<file path="config.mk">
export PLATFORM = sky130hd
export DESIGN_NAME = rtc_compare_timer
export DESIGN_NICKNAME = d
export VERILOG_FILES = /design/src/rtl/rtc_timer_pkg.sv /design/src/rtl/rtc_prescaler.sv /design/src/rtl/rtc_count_core.sv /design/src/rtl/rtc_irq_flags.sv /design/src/rtl/rtc_compare_timer.sv
export SDC_FILE = /design/constraint.sdc
export NUM_CORES = 1
export LEC_CHECK = 0
export CAP_MARGIN = 10
export CORE_UTILIZATION = 35
export DETAILED_ROUTE_END_ITERATION = 8
export SLEW_MARGIN = 20
export SYNTH_ARGS = -nofsm -noshare
export SYNTH_HDL_FRONTEND = slang
export SYNTH_SLANG_ARGS = --single-unit
</file>
<file path="constraint.sdc">
create_clock -name clk_i -period 4.7 [get_ports clk_i]
set_clock_uncertainty 0.05 [all_clocks]
set_input_delay 0.705 -clock clk_i [delete_from_list [all_inputs] [get_ports clk_i]]
set_output_delay 0.705 -clock clk_i [all_outputs]
set_load 0.01 [all_outputs]
</file>
<file path="src/rtl/rtc_timer_pkg.sv">
package rtc_timer_pkg;
  localparam int unsigned ADDR_W     = 4;
  localparam logic [ADDR_W-1:0] A_CTRL     = 4'd0;
  localparam logic [ADDR_W-1:0] A_COUNT    = 4'd1;
  localparam logic [ADDR_W-1:0] A_FLAGS    = 4'd2;
  localparam logic [ADDR_W-1:0] A_IEN      = 4'd3;
  localparam logic [ADDR_W-1:0] A_ICLR     = 4'd4;
  localparam logic [ADDR_W-1:0] A_CMP_BASE = 4'd8;

  localparam int unsigned CTRL_RUN_BIT  = 0;
  localparam int unsigned CTRL_WRAP_BIT = 1;
  localparam int unsigned CTRL_LOG_LSB  = 4;

  typedef struct packed {
    logic [3:0] div_log2;
    logic       wrap_en;
    logic       run;
  } ctrl_t;
endpackage

</file>
<file path="src/rtl/rtc_prescaler.sv">
module rtc_prescaler #(
  parameter int unsigned PRESC_W = 15,
  localparam int unsigned LOG_W  = $clog2(PRESC_W + 1)
) (
  input  logic             clk_i,
  input  logic             rst_ni,
  input  logic             run_i,
  input  logic             ref_tick_i,
  input  logic [LOG_W-1:0] div_log2_i,
  output logic             tick_o
);
  logic [PRESC_W-1:0] div_q;
  logic [PRESC_W-1:0] mask;

  always_comb begin
    for (int i = 0; i < PRESC_W; i++) begin
      mask[i] = (i < int'(div_log2_i));
    end
  end

  // free-running divider; only frozen while stopped
  always_ff @(posedge clk_i or negedge rst_ni) begin
    if (!rst_ni) begin
      div_q <= '0;
    end else if (run_i && ref_tick_i) begin
      div_q <= div_q + 1'b1;
    end
  end

  assign tick_o = run_i && ref_tick_i && (&(div_q | ~mask));
endmodule

</file>
<file path="src/rtl/rtc_count_core.sv">
module rtc_count_core #(
  parameter int unsigned CNT_W   = 32,
  parameter int unsigned NUM_CH  = 3,
  parameter int unsigned WRAP_CH = 1
) (
  input  logic                          clk_i,
  input  logic                          rst_ni,
  input  logic                          tick_i,
  input  logic                          wrap_en_i,
  input  logic                          cnt_we_i,
  input  logic [CNT_W-1:0]              cnt_wdata_i,
  input  logic [NUM_CH-1:0][CNT_W-1:0]  cmp_i,
  output logic [CNT_W-1:0]              cnt_o,
  output logic [NUM_CH-1:0]             match_o
);
  logic [CNT_W-1:0] cnt_q;
  logic [CNT_W-1:0] cnt_adv;
  logic             at_top;

  assign at_top  = wrap_en_i && (cnt_q == cmp_i[WRAP_CH]);
  assign cnt_adv = at_top ? '0 : cnt_q + 1'b1;

  always_ff @(posedge clk_i or negedge rst_ni) begin
    if (!rst_ni) begin
      cnt_q <= '0;
    end else if (cnt_we_i) begin
      cnt_q <= cnt_wdata_i;
    end else if (tick_i) begin
      cnt_q <= cnt_adv;
    end
  end

  // match on the value the counter is about to take
  for (genvar g = 0; g < NUM_CH; g++) begin : g_match
    assign match_o[g] = tick_i && !cnt_we_i && (cnt_adv == cmp_i[g]);
  end

  assign cnt_o = cnt_q;
endmodule

</file>
<file path="src/rtl/rtc_irq_flags.sv">
module rtc_irq_flags #(
  parameter int unsigned NUM_CH = 3
) (
  input  logic              clk_i,
  input  logic              rst_ni,
  input  logic [NUM_CH-1:0] set_i,
  input  logic [NUM_CH-1:0] clr_i,
  input  logic [NUM_CH-1:0] ien_i,
  output logic [NUM_CH-1:0] flags_o,
  output logic              irq_o
);
  logic [NUM_CH-1:0] flags_q;

  always_ff @(posedge clk_i or negedge rst_ni) begin
    if (!rst_ni) begin
      flags_q <= '0;
    end else begin
      flags_q <= (flags_q & ~clr_i) | set_i;
    end
  end

  assign flags_o = flags_q;
  assign irq_o   = |(flags_q & ien_i);
endmodule

</file>
<file path="src/rtl/rtc_compare_timer.sv">
module rtc_compare_timer
  import rtc_timer_pkg::*;
#(
  parameter int unsigned CNT_W   = 32,
  parameter int unsigned NUM_CH  = 3,
  parameter int unsigned WRAP_CH = 1,
  parameter int unsigned PRESC_W = 15
) (
  input  logic              clk_i,
  input  logic              rst_ni,
  input  logic              ref_tick_i,
  input  logic              reg_we_i,
  input  logic [3:0]        reg_addr_i,
  input  logic [CNT_W-1:0]  reg_wdata_i,
  output logic [CNT_W-1:0]  reg_rdata_o,
  output logic              irq_o
);
  localparam int unsigned LOG_W = $clog2(PRESC_W + 1);

  logic                         run_q, wrap_en_q;
  logic [LOG_W-1:0]             div_log2_q;
  logic [NUM_CH-1:0][CNT_W-1:0] cmp_q;
  logic [NUM_CH-1:0]            ien_q;
  logic [NUM_CH-1:0]            flags;
  logic [NUM_CH-1:0]            match;
  logic [NUM_CH-1:0]            clr;
  logic [CNT_W-1:0]             cnt;
  logic                         tick;
  logic                         cnt_we;
  logic                         ctrl_we, ien_we;

  assign ctrl_we = reg_we_i && (reg_addr_i == A_CTRL);
  assign ien_we  = reg_we_i && (reg_addr_i == A_IEN);
  assign cnt_we  = reg_we_i && (reg_addr_i == A_COUNT);
  assign clr     = (reg_we_i && (reg_addr_i == A_ICLR)) ? reg_wdata_i[NUM_CH-1:0] : '0;

  always_ff @(posedge clk_i or negedge rst_ni) begin
    if (!rst_ni) begin
      run_q      <= 1'b0;
      wrap_en_q  <= 1'b0;
      div_log2_q <= '0;
      ien_q      <= '0;
    end else begin
      if (ctrl_we) begin
        run_q      <= reg_wdata_i[CTRL_RUN_BIT];
        wrap_en_q  <= reg_wdata_i[CTRL_WRAP_BIT];
        div_log2_q <= reg_wdata_i[CTRL_LOG_LSB +: LOG_W];
      end
      if (ien_we) ien_q <= reg_wdata_i[NUM_CH-1:0];
    end
  end

  for (genvar g = 0; g < NUM_CH; g++) begin : g_cmp
    always_ff @(posedge clk_i or negedge rst_ni) begin
      if (!rst_ni) begin
        cmp_q[g] <= '0;
      end else if (reg_we_i && (reg_addr_i == A_CMP_BASE + 4'(g))) begin
        cmp_q[g] <= reg_wdata_i;
      end
    end
  end

  rtc_prescaler #(.PRESC_W(PRESC_W)) u_presc (
    .clk_i      (clk_i),
    .rst_ni     (rst_ni),
    .run_i      (run_q),
    .ref_tick_i (ref_tick_i),
    .div_log2_i (div_log2_q),
    .tick_o     (tick)
  );

  rtc_count_core #(.CNT_W(CNT_W), .NUM_CH(NUM_CH), .WRAP_CH(WRAP_CH)) u_core (
    .clk_i       (clk_i),
    .rst_ni      (rst_ni),
    .tick_i      (tick),
    .wrap_en_i   (wrap_en_q),
    .cnt_we_i    (cnt_we),
    .cnt_wdata_i (reg_wdata_i),
    .cmp_i       (cmp_q),
    .cnt_o       (cnt),
    .match_o     (match)
  );

  rtc_irq_flags #(.NUM_CH(NUM_CH)) u_flags (
    .clk_i   (clk_i),
    .rst_ni  (rst_ni),
    .set_i   (match),
    .clr_i   (clr),
    .ien_i   (ien_q),
    .flags_o (flags),
    .irq_o   (irq_o)
  );

  always_comb begin
    reg_rdata_o = '0;
    unique case (reg_addr_i)
      A_CTRL: begin
        reg_rdata_o[CTRL_RUN_BIT]              = run_q;
        reg_rdata_o[CTRL_WRAP_BIT]             = wrap_en_q;
        reg_rdata_o[CTRL_LOG_LSB +: LOG_W]     = div_log2_q;
      end
      A_COUNT: reg_rdata_o = cnt;
      A_FLAGS: reg_rdata_o[NUM_CH-1:0] = flags;
      A_IEN:   reg_rdata_o[NUM_CH-1:0] = ien_q;
      default: begin
        for (int i = 0; i < NUM_CH; i++) begin
          if (reg_addr_i == A_CMP_BASE + 4'(i)) reg_rdata_o = cmp_q[i];
        end
      end
    endcase
  end
endmodule

</file>
==> impl_metrics.py, run 1 <==
metrics = {
    "floorplan": {
        "rows": 60,
        "initial_core_util_pct": 36.1,
        "die_w_um": 170,
        "boundaryPins": 73,
        "coreArea_mm2": 0.0273,
        "die_y_um": 170,
        "die_area_mm2": 0.0288,
    },
    "timing": {
        "report.final.slew_viol_count": 0,
        "period_share_pct": 85.5,
        "worst_slew_pin_slew_ns": 0.953,
        "fin_crit_ns": 4.02,
        "slew_headroom_pct": 36.0,
        "worst_slack_ns": 0.680,
        "setup_violations": 0,
        "hold_viol_final": 0,
        "setup_tns_ns": 0,
        "fmaxAchievable_mhz": 249,
        "grt_setup_unrepaired": "false",
    },
    "cts": {
        "clockBufferDepth": 2,
        "holdBufCountCts": 0,
        "cts_made_buffers": 17,
        "cts_root_buf": "clkbuf_16",
        "clk_latency_ns": 0.44,
        "postCtsResizedCells": 0,
        "cts_tree": "built",
        "cts_setup_buffers": 0,
        "path_clk_slew_ns": 0.07,
        "clock_sinks": 155,
        "htreeDepth": 4,
    },
    "finish": {
        "antenna_cells": 0,
        "drive_gt1_share_pct": 16.3,
        "instances_no_fill": 1471,
        "final_common_cell": "dfrtp_1",
        "area_growth_pct": 17.3,
        "nets": 1128,
        "final_cell_mix": "dfrtp_1 (155), mux2_2 (93), nand2_1 (91), nor2_1 (86), clkdlybuf4s50_1 (71)",
        "fillers": 2689,
    },
    "worst_setup_path": {
        "reg2reg_from": "u_core.cnt_o[2]$_DFFE_PN0P_",
        "reg2reg_slack_ns": 0.68,
        "cp.arrival_ns": 4.31,
        "rr_worst_depth": 9,
        "crit_path_frequent_cell": "nor4_1",
        "path_max_fanout": 10,
        "cp_slowest_cell": "dfrtp_1",
        "regToRegEndpoint": "u_flags.flags_o[1]$_DFF_PN0_",
        "crit_required_ns": 4.99,
        "crit_chain": "nand4_1 -> nor4_1 -> xnor2_1 -> o22ai_1 -> or4_1 -> or3_1 -> nor4_1 -> o221ai_2 -> o41ai_2",
        "crit_path_end_kind": "flop",
        "startpoint_type": "flop",
        "slowest_delay_ns": 0.59,
        "worstSetupPathType": "flop to flop",
    },
    "logic_synthesis": {
        "yosysSeqAreaShare_pct": 39.5,
        "syn_inst": 1032,
        "synth_ff_type": "dfrtp_1",
        "syn-cell-area_mm2": 0.00983,
        "synth_warnings": 0,
        "async_reset_ff_share_pct": 100,
        "syn_nets": 1074,
        "postSynthAreaPerCell_um2": 9.53,
        "synth-edff-count": 0,
        "ys_ff_latch": 155,
        "synth_cell_types": 73,
    },
    "global_route": {
        "globalRouteTotalUtil_pct": 26.0,
        "grt_pass1_vias": 8738,
        "antenna_found_initial": 1,
        "grt_pass1_wl_um": 56000,
        "grt_max_degree": 92,
        "grt-ovfl-total": 0,
    },
    "routing": {
        "drt_iter0_markers": 1071,
        "viasPerCell": 6.14,
        "ant_nets": 0,
        "vias": 9027,
        "wl_um": 36300,
        "routedWlPerCell_um": 24.7,
        "drcViolationCount": 0,
        "firstDrtPassIters": 8,
    },
    "power": {
        "ir_drop_v": 0.000211,
        "power_leakage_nw": 4.57,
        "cellPowerDensity_mw_per_mm2": 510,
    },
    "placement": {
        "port_buffers": 72,
        "dpl.hpwl_um": 27100,
        "dp.cells": 1439,
        "place_ws_ns": 0.786,
        "gp_congestion": 0.988,
    },
    "run": {
        "drv_cap": 0,
    },
    "min_path": {
        "hp-class": "input port to async pin",
    },
    "outcome": {
        "status": "complete, no violations",
    },
}
registers in the layout (all words and copies together), names as in the netlist:
| signal | cells |
|---|---|
| u_flags.flags_o | 3 |
| cmp_q | 96 |
| wrap_en_q | 1 |
| u_presc.div_q | 15 |
| run_q | 1 |
| ien_q | 3 |
| div_log2_q | 4 |
| u_core.cnt_o | 32 |
synthesized netlist by cell type (10+ instances only):
master    count  area (um^2)
dfrtp_1     155         3880
mux2_2       93         1050
nand2_1      92          345
nor2_1       87          327
a22oi_1      63          473
a21oi_1      56          280
xor2_1       49          429
o21ai_0      45          225
clkbuf_1     41          154
xnor2_1      40          350
nor4_1       29          181
nand4_1      24          150
o22ai_1      21          131
a222oi_1     18          180
nand3_1      18         90.1
nor3_1       16         80.1
buf_2        14         70.1
inv_1        14         52.6
a31oi_1      10         62.6
critical path: cells and delay by family (launching register included):
family          cells  cell delay (ns)
simple gates        5             2.16
compound gates      3             0.69
flops               1             0.59
xor+xnor            1             0.44
layer usage:
layer / routed length [um] / up-vias / global-route usage, % / part of all wire, %
li1: - / 4033 / - / -
met2: 16400 / 395 / 40.5 / 45
met1: 16300 / 4534 / 36.8 / 45
met3: 2690 / 63 / 4.22 / 7.4
met5: 12 / - / 0 / 0.033
met4: 871 / 2 / 7.83 / 2.4
power breakdown:
part           leakage [nW]  internal [mW]  switching, mW
clock network         0.280          0.709          0.664
registers              1.91           1.67          0.766
logic                  2.38          0.896           1.18
total                  4.57           3.27           2.62
cells by family (layout without fill, tap and decap cells):
group	Yosys count	in the layout	synth area share (%)
adders and majority gates	2	2	0.255
and+or+nand+nor	337	337	18.0
muxes	104	104	12.0
AOI/OAI and AO/OA	266	266	18.4
buffers and inverters	77	144	3.42
xor gates and xnor gates	91	91	8.37
DFF	155	155	39.5
area by class of cell:
| type | count | area (um^2) | area share (%) |
|---|---|---|---|
| timing repair buffer | 98 | 930 | 8.06 |
| clock inverter | 15 | 148 | 1.28 |
| sequential | 155 | 3880 | 33.6 |
| inverter | 14 | 52.6 | 0.456 |
| multi-input combinational | 800 | 5640 | 48.9 |
| clock buffer | 17 | 425 | 3.69 |
| tap | 372 | 465 | 4.04 |
worst max-delay path by stage:
stage / startpoint / slack (ns) / endpoint / cells after the start
2_1_floorplan: u_core.cnt_o[1]$_DFFE_PN0P_ / 1.38 / u_flags.flags_o[1]$_DFF_PN0_ / 10
3_3_place_gp: reg_addr_i[0] / 0.83 / reg_rdata_o[5] / 7
3_5_place_dp: u_core.cnt_o[1]$_DFFE_PN0P_ / 0.79 / u_flags.flags_o[1]$_DFF_PN0_ / 10
4_1_cts: u_core.cnt_o[1]$_DFFE_PN0P_ / 0.74 / u_flags.flags_o[1]$_DFF_PN0_ / 10
5_1_grt: u_core.cnt_o[1]$_DFFE_PN0P_ / 0.41 / u_flags.flags_o[0]$_DFF_PN0_ / 10
6_report: u_core.cnt_o[2]$_DFFE_PN0P_ / 0.68 / u_flags.flags_o[1]$_DFF_PN0_ / 9
per-stage QoR:
step / util [%] / power, mW / instance area [um^2] / hold slack [ns]
after floorplan: - / 3.58 / 9830 / 0.359
after global placement: 40.2 / 4.44 / 11000 / 0.418
after detailed placement: 40.2 / 4.45 / 11000 / 0.422
after CTS: 42.3 / 5.83 / 11500 / 0.225
after global routing: 42.3 / 6.16 / 11500 / 0.253
final: 42.3 / 5.89 / 11500 / 0.200
No activity file was read; power rests on OpenSTA's default activity.
==> inputs of run 2 (changes only) <==
--- a/config.mk
+++ b/config.mk
@@ -5,7 +5,7 @@
 export SDC_FILE = /design/constraint.sdc
 export NUM_CORES = 1
 export LEC_CHECK = 0
-export CAP_MARGIN = 10
+export ABC_CLOCK_PERIOD_IN_PS = 4700
 export CORE_UTILIZATION = 35
 export DETAILED_ROUTE_END_ITERATION = 8
 export SLEW_MARGIN = 20
==> results of run 2 <==
Same layout as run 1: the final DEF is identical, and so are final timing and power.
